--- src/rtl/modem_lines_pkg.sv ---
// Shared constants and types for the modem line block.
// Control bit positions are fixed because software decodes them.
package modem_lines_pkg;
    localparam int CTL_BITS = 5;
    localparam int B_DTR    = 0;
    localparam int B_RTS    = 1;
    localparam int B_AUX1   = 2;
    localparam int B_AUX2   = 3;
    localparam int B_LOOP   = 4;
    localparam logic [CTL_BITS-1:0] CTL_RESET = 5'b01000;

    // Handshake line levels; packed order matches status bits 7:4.
    typedef struct packed {
        logic dcd;
        logic ri;
        logic dsr;
        logic cts;
    } mline_t;
endpackage

--- src/rtl/modem_line_sync.sv ---
// Multi-stage synchroniser for a group of asynchronous input lines.
// Assumes every line is a slow level signal; no bus coherency is implied.
module modem_line_sync #(
    parameter int WIDTH  = 4,
    parameter int STAGES = 2
) (
    input  logic             clk,
    input  logic             rst_n,
    input  logic [WIDTH-1:0] d_in,
    output logic [WIDTH-1:0] q_out
);
    logic [WIDTH-1:0] stg [STAGES];

    generate
        for (genvar i = 0; i < STAGES; i++) begin : g_stage
            if (i == 0) begin : g_first
                // Capture raw pins into the first stage.
                always_ff @(posedge clk) begin
                    if (!rst_n) stg[0] <= '0;
                    else        stg[0] <= d_in;
                end
            end else begin : g_next
                // Shift through the remaining stages.
                always_ff @(posedge clk) begin
                    if (!rst_n) stg[i] <= '0;
                    else        stg[i] <= stg[i-1];
                end
            end
        end
    endgenerate

    assign q_out = stg[STAGES-1];
endmodule

--- src/rtl/modem_ctl_reg.sv ---
// Control register for the modem outputs and loopback selection.
// Assumes writes are single-cycle strobes; bits above the register width are dropped.
module modem_ctl_reg
    import modem_lines_pkg::*;
(
    input  logic                clk,
    input  logic                rst_n,
    input  logic                wr_en,
    input  logic [7:0]          wr_data,
    output logic [CTL_BITS-1:0] ctl_q,
    output logic                dtr_pin,
    output logic                rts_pin,
    output logic                aux1_pin,
    output logic                aux2_pin
);
    logic unused_hi;
    assign unused_hi = ^wr_data[7:CTL_BITS];

    // Hold the control value; reset leaves only AUX2 asserted.
    always_ff @(posedge clk) begin
        if (!rst_n)     ctl_q <= CTL_RESET;
        else if (wr_en) ctl_q <= wr_data[CTL_BITS-1:0];
    end

    // Drive the external outputs, forcing them inactive during loopback.
    always_comb begin
        dtr_pin  = ctl_q[B_DTR]  & ~ctl_q[B_LOOP];
        rts_pin  = ctl_q[B_RTS]  & ~ctl_q[B_LOOP];
        aux1_pin = ctl_q[B_AUX1] & ~ctl_q[B_LOOP];
        aux2_pin = ctl_q[B_AUX2] & ~ctl_q[B_LOOP];
    end


    ctl_store_chk: assert property (@(posedge clk) disable iff (!rst_n)
        wr_en |=> ctl_q == $past(wr_data[CTL_BITS-1:0]));


    ctl_hold_chk: assert property (@(posedge clk) disable iff (!rst_n)
        !wr_en |=> $stable(ctl_q));
endmodule

--- src/rtl/modem_status_track.sv ---
// Registers the selected line levels and accumulates sticky change flags.
// Assumes pin_lvl is already synchronised. Detection is held off for SETTLE
// edges after reset so the synchroniser can fill with real pin levels.
module modem_status_track
    import modem_lines_pkg::*;
#(
    parameter int SETTLE = 3
) (
    input  logic       clk,
    input  logic       rst_n,
    input  logic       rd_en,
    input  logic       loop_en,
    input  mline_t     pin_lvl,
    input  mline_t     loop_lvl,
    output mline_t     level_q,
    output logic [3:0] delta_q
);
    localparam int CW = $clog2(SETTLE + 1);

    logic [CW-1:0] settle_cnt;
    logic          armed;
    mline_t        live;
    mline_t        chg;
    logic [3:0]    new_delta;

    assign armed = (settle_cnt == CW'(SETTLE));

    // Pick the level source and work out the changes seen this cycle.
    always_comb begin
        live      = loop_en ? loop_lvl : pin_lvl;
        chg       = level_q ^ live;
        new_delta = {chg.dcd, chg.ri & level_q.ri, chg.dsr, chg.cts};
    end

    // Count settle edges after reset, then stay armed.
    always_ff @(posedge clk) begin
        if (!rst_n)     settle_cnt <= '0;
        else if (!armed) settle_cnt <= settle_cnt + 1'b1;
    end

    // Track levels every cycle.
    always_ff @(posedge clk) begin
        if (!rst_n) level_q <= '0;
        else        level_q <= live;
    end

    // Accumulate change flags; a read clears old flags but keeps new ones.
    always_ff @(posedge clk) begin
        if (!rst_n || !armed) delta_q <= '0;
        else                  delta_q <= (rd_en ? 4'b0 : delta_q) | new_delta;
    end


    ring_fall_chk: assert property (@(posedge clk) disable iff (!rst_n)
        $rose(delta_q[2]) |-> ($past(level_q.ri) && !level_q.ri));


    cts_change_chk: assert property (@(posedge clk) disable iff (!rst_n)
        $rose(delta_q[0]) |-> (level_q.cts != $past(level_q.cts)));


    dcd_change_chk: assert property (@(posedge clk) disable iff (!rst_n)
        $rose(delta_q[3]) |-> (level_q.dcd != $past(level_q.dcd)));


    read_clear_chk: assert property (@(posedge clk) disable iff (!rst_n)
        rd_en |=> ((delta_q & ~(level_q ^ $past(level_q))) == 4'b0));


    settle_quiet_chk: assert property (@(posedge clk) disable iff (!rst_n)
        !armed |-> (delta_q == 4'b0));
endmodule

--- src/rtl/uart_modem_lines.sv ---
// Modem control and status for a 16550-style serial port.
// Combines the control register, input synchroniser and change tracker,
// and provides the internal loopback cross-mapping of outputs to inputs.
module uart_modem_lines
    import modem_lines_pkg::*;
#(
    parameter int SYNC_STAGES = 2
) (
    input  logic       clk,
    input  logic       rst_n,
    input  logic       ctl_wr,
    input  logic [7:0] ctl_wdata,
    input  logic       sts_rd,
    input  logic       cts_in,
    input  logic       dsr_in,
    input  logic       dcd_in,
    input  logic       ri_in,
    output logic       dtr_out,
    output logic       rts_out,
    output logic       aux1_out,
    output logic       aux2_out,
    output logic [7:0] ctl_rdata,
    output logic [7:0] sts_rdata,
    output logic       any_delta
);
    localparam int SETTLE = SYNC_STAGES + 1;

    logic [CTL_BITS-1:0] ctl_q;
    mline_t              raw_lvl;
    mline_t              sync_lvl;
    mline_t              loop_lvl;
    mline_t              level_q;
    logic [3:0]          delta_q;

    assign raw_lvl = '{dcd: dcd_in, ri: ri_in, dsr: dsr_in, cts: cts_in};

    modem_ctl_reg u_ctl (
        .clk      (clk),
        .rst_n    (rst_n),
        .wr_en    (ctl_wr),
        .wr_data  (ctl_wdata),
        .ctl_q    (ctl_q),
        .dtr_pin  (dtr_out),
        .rts_pin  (rts_out),
        .aux1_pin (aux1_out),
        .aux2_pin (aux2_out)
    );

    modem_line_sync #(.WIDTH(4), .STAGES(SYNC_STAGES)) u_sync (
        .clk   (clk),
        .rst_n (rst_n),
        .d_in  (raw_lvl),
        .q_out (sync_lvl)
    );

    // Loopback cross-mapping: AUX2->DCD, AUX1->RI, DTR->DSR, RTS->CTS.
    always_comb begin
        loop_lvl.dcd = ctl_q[B_AUX2];
        loop_lvl.ri  = ctl_q[B_AUX1];
        loop_lvl.dsr = ctl_q[B_DTR];
        loop_lvl.cts = ctl_q[B_RTS];
    end

    modem_status_track #(.SETTLE(SETTLE)) u_track (
        .clk      (clk),
        .rst_n    (rst_n),
        .rd_en    (sts_rd),
        .loop_en  (ctl_q[B_LOOP]),
        .pin_lvl  (sync_lvl),
        .loop_lvl (loop_lvl),
        .level_q  (level_q),
        .delta_q  (delta_q)
    );

    // Assemble the register read values.
    always_comb begin
        ctl_rdata = {{(8-CTL_BITS){1'b0}}, ctl_q};
        sts_rdata = {level_q, delta_q};
        any_delta = |delta_q;
    end


    loop_quiet_chk: assert property (@(posedge clk) disable iff (!rst_n)
        ctl_rdata[B_LOOP] |-> !(dtr_out || rts_out || aux1_out || aux2_out));


    loop_map_chk: assert property (@(posedge clk) disable iff (!rst_n)
        $past(ctl_rdata[B_LOOP]) |-> (sts_rdata[7:4] ==
            {$past(ctl_rdata[B_AUX2]), $past(ctl_rdata[B_AUX1]),
             $past(ctl_rdata[B_DTR]),  $past(ctl_rdata[B_RTS])}));
endmodule

--- config.mk ---
export PLATFORM = sky130hd
export DESIGN_NAME = uart_modem_lines
export DESIGN_NICKNAME = d
export VERILOG_FILES = /design/src/rtl/modem_lines_pkg.sv /design/src/rtl/modem_line_sync.sv /design/src/rtl/modem_ctl_reg.sv /design/src/rtl/modem_status_track.sv /design/src/rtl/uart_modem_lines.sv
export SDC_FILE = /design/constraint.sdc
export NUM_CORES = 1
export LEC_CHECK = 0
export BUFFER_PORTS_ARGS = -buffer_cell sky130_fd_sc_hd__buf_2
export CORE_MARGIN = 1.5
export CORE_UTILIZATION = 41
export CTS_BUF_LIST = sky130_fd_sc_hd__clkbuf_16
export DETAILED_ROUTE_END_ITERATION = 6
export GPL_ROUTABILITY_DRIVEN = 0
export PLACE_DENSITY = 0.73
export SLEW_MARGIN = 20
export SYNTH_ARGS = -nofsm -noshare
export SYNTH_HDL_FRONTEND = slang
export SYNTH_SLANG_ARGS = --single-unit
--- constraint.sdc ---
create_clock -name clk -period 1 [get_ports clk]
set_clock_uncertainty 0.05 [all_clocks]
set_input_delay 0.05 -clock clk [delete_from_list [all_inputs] [get_ports clk]]
set_output_delay 0.05 -clock clk [all_outputs]
set_load 0.02 [all_outputs]
==> impl_metrics.prom <==
# TYPE chip_impl_metric gauge
chip_impl_info{name="status",value="complete, but fails checks"} 1
chip_impl_info{name="violations",value="negative setup slack"} 1
chip_impl_metric{name="edff_count_synth",unit=""} 0
chip_impl_metric{name="post-synth-top-area-fraction",unit="%"} 52.1
chip_impl_metric{name="io_pins",unit=""} 37
chip_impl_metric{name="first_global_vias",unit=""} 659
chip_impl_metric{name="synth_area_per_cell",unit="µm²"} 10.9
chip_impl_metric{name="clock_tree.htree_level_count",unit=""} 1
chip_impl_metric{name="timing.hold.ws",unit="ns"} 0.00987
chip_impl_metric{name="drive_gt1_share",unit="%"} 51.2
chip_impl_info{name="yosysTopAreaCell",value="dfxtp_1"} 1
chip_impl_info{name="synth_common_cells",value="23 x dfxtp_1, 10 x mux2i_1, 9 x and2_1, 7 x and2b_2, 7 x nor2b_1"} 1
chip_impl_metric{name="finalWorstSetupSlack",unit="ns"} -0.333
chip_impl_info{name="hold_class",value="in -> reg"} 1
chip_impl_info{name="synth_area_leaders",value="dfxtp_1 52%, mux2i_1 11%, and2b_2 6.9%"} 1
chip_impl_metric{name="power_density",unit="nW/µm²"} 1630
chip_impl_metric{name="die-area",unit="µm²"} 2450
chip_impl_metric{name="clk_path_buf_depth",unit=""} 2
chip_impl_metric{name="n_antenna_cell",unit=""} 0
chip_impl_metric{name="dieHeight",unit="µm"} 49.5
chip_impl_metric{name="setup-tns-final",unit="ns"} -1.74
chip_impl_metric{name="clkTransAtPathRegs",unit="ns"} 0.06
chip_impl_metric{name="postRouteWirelength",unit="µm"} 1650
chip_impl_metric{name="slew_violations",unit=""} 0
chip_impl_info{name="tritoncts",value="built"} 1
chip_impl_metric{name="tritoncts_num_sinks",unit=""} 23
chip_impl_info{name="timing.rr.start",value="u_ctl.ctl_q[4]"} 1
chip_impl_metric{name="fp.dieW",unit="µm"} 49.5
chip_impl_metric{name="flow.area_growth_from_synthesis",unit="%"} 53.5
chip_impl_metric{name="grt_antenna_before_repair",unit=""} 0
chip_impl_metric{name="post-route-period-util",unit="%"} 133
chip_impl_info{name="rsz_0062_raised_after_global_routing",value="yes"} 1
chip_impl_metric{name="synth_async_sr_flop_share",unit="%"} 0
chip_impl_metric{name="via_count",unit=""} 639
chip_impl_metric{name="detailedPlacementHpwl",unit="µm"} 1030
chip_impl_info{name="worstReg2RegEnd",value="u_track.delta_q[3]"} 1
chip_impl_info{name="min_to",value="u_ctl.ctl_q[0]"} 1
chip_impl_metric{name="hold_depth",unit=""} 3
chip_impl_metric{name="synth.lib_cells_used.distinct",unit=""} 18
chip_impl_metric{name="core_area",unit="µm²"} 2000
chip_impl_metric{name="crit_arrival",unit="ns"} 1.23
chip_impl_metric{name="row_count",unit=""} 16
chip_impl_metric{name="drt_pass1_iterations",unit=""} 3
chip_impl_metric{name="syn_area",unit="µm²"} 885
chip_impl_metric{name="cts_inserted_buffers",unit=""} 3
chip_impl_metric{name="initialDrtViolationCount",unit=""} 6
chip_impl_metric{name="setup_viol",unit=""} 13
chip_impl_metric{name="syn_inst",unit=""} 81
chip_impl_metric{name="drc_errors",unit=""} 0
chip_impl_info{name="most_used_flip_flop_cell_after_synthesis",value="dfxtp_1"} 1
chip_impl_metric{name="overall_global_routing_resource_usage",unit="%"} 14.5
chip_impl_metric{name="hold_violations",unit=""} 0
chip_impl_metric{name="antenna_violating_nets_post_route",unit=""} 0
chip_impl_metric{name="power.leakage",unit="nW"} 0.621
chip_impl_metric{name="start_util",unit="%"} 44.2
chip_impl_metric{name="design.final.nets",unit=""} 141
chip_impl_metric{name="synth.ff_latch_count",unit=""} 23
chip_impl_info{name="yosysMostFrequentCell",value="dfxtp_1"} 1
chip_impl_metric{name="period_needed",unit="ns"} 1.33
chip_impl_metric{name="grt_overflow",unit=""} 0
chip_impl_info{name="startpoint_type",value="flip-flop"} 1
chip_impl_metric{name="cap_violations",unit=""} 0
chip_impl_metric{name="wl_per_cell",unit="µm"} 11.0
chip_impl_info{name="cp-end-kind",value="output pin"} 1
chip_impl_metric{name="largest_net_degree_at_the_start_of_global_routing",unit=""} 21
chip_impl_metric{name="viasPerCell",unit=""} 4.26
chip_impl_info{name="cts-root-buf",value="clkbuf_16"} 1
chip_impl_metric{name="io_buffers",unit=""} 30
chip_impl_metric{name="vdd.ir_drop.worst",unit="µV"} 1750
chip_impl_metric{name="crit_fanout",unit=""} 2
chip_impl_metric{name="worstSkewPairLatency",unit="ns"} 0.25
chip_impl_metric{name="fmaxAchievable",unit="MHz"} 750
chip_impl_metric{name="timing.reg2reg.worst_path_depth",unit=""} 4
chip_impl_info{name="hold_crit_start",value="ctl_wdata[0]"} 1
chip_impl_metric{name="r2r_slack",unit="ns"} -0.15
chip_impl_metric{name="synth.yosys.seq_area_share",unit="%"} 52.1
chip_impl_metric{name="yosys_warnings",unit=""} 0
chip_impl_info{name="path_class",value="reg -> out"} 1
chip_impl_metric{name="grt_pass1_wl",unit="µm"} 2730
chip_impl_metric{name="critPathRequiredTime",unit="ns"} 0.90
-- per-stage QoR --
stage          std cells  power, W  setup WS, ns  area (µm²)  utilization [%]
6_report             150   0.00221        -0.333        1360             67.8
5_1_grt              150   0.00232        -0.359        1360             67.8
4_1_cts              149   0.00220        -0.335        1320             65.7
3_5_place_dp         136   0.00129       -0.0836        1060             52.9
3_3_place_gp         136   0.00128       -0.0809        1060             52.9
2_1_floorplan         83   0.00122       -0.0451         898                -
-- cells in the final DEF (no fill, tap or decap), types with 2 or more instances in the layout --
cell and instances:
dfxtp_1 16, dlygate4sd3_1 5, mux2i_4 3, nand2b_1 3
xor2_1 3, nand2_1 2, buf_6 13, and2b_2 7
clkbuf_16 3, buf_2 23, and2_1 9, buf_4 3
mux2i_1 6, a21oi_1 3, nor2b_1 7, conb_1 3
dfxtp_2 6
-- layout make-up --
| type | count | area (µm²) |
|---|---|---|
| multi-input combinational | 52 | 439 |
| clock buffer | 3 | 75.1 |
| fill | 143 | 644 |
| timing repair buffer | 44 | 334 |
| sequential | 23 | 472 |
| tap | 27 | 33.8 |
| clock inverter | 1 | 3.75 |
-- power by group --
group          internal, W  switching [W]  leakage (nW)  total, W
Sequential        0.000976      0.0000470         0.191   0.00102
Combinational     0.000208       0.000158         0.387  0.000366
Clock             0.000532       0.000289        0.0423  0.000821
-- repair_timing --
action                     4_1_cts  5_1_grt
gates resized for setup         28        8
buffers inserted                 4        1
pin swaps                        6        6
hold buffers                     5        0
setup endpoints to repair       14       18
hold endpoints to repair         5        0
-- layer usage --
metal  wire, µm  up-vias  part of all wire, %  track usage, %
met3         80        0                  4.8            5.15
met1        772      280                   47            16.8
met4          0        0                    0            1.39
met5          0        -                    0               0
li1           -      337                    -               -
met2        801       22                   48            26.6
-- registers in the layout (all words and copies together), names as in the netlist --
register / flops
u_ctl.ctl_q: 5
u_sync.stg: 8
u_track.delta_q: 4
u_track.level_q: 4
u_track.settle_cnt: 2
-- cell families (layout without fill, tap and decap cells) --
family	Yosys count	after routing	synth area share, %
other	1	3	0.424
flip-flops	23	23	52.1
multiplexers	10	10	11.3
AO/OA/AOI/OAI	4	4	2.26
XOR/XNOR	4	4	3.96
AND/OR/NAND/NOR	30	30	22.5
buffers and inverters	8	48	6.08
adder cells (fa/ha/maj)	1	1	1.41
-- worst max-delay path by stage --
stage | start | end | slack [ns]
floorplan | u_ctl.ctl_q[4] | u_track.level_q[0] | -0.05
global route | u_track.delta_q[0] | any_delta | -0.36
CTS | u_track.delta_q[0] | any_delta | -0.34
finish | u_track.delta_q[0] | any_delta | -0.33
global placement | u_ctl.ctl_q[4] | u_track.delta_q[0] | -0.08
detailed placement | u_ctl.ctl_q[4] | u_track.delta_q[0] | -0.08
-- critical path, cell delays in order, from the launching register on --
cell and delay (ns):
dfxtp_2 0.32, or4_4 0.52, buf_6 0.14
Power figures use the tool's default switching activity.
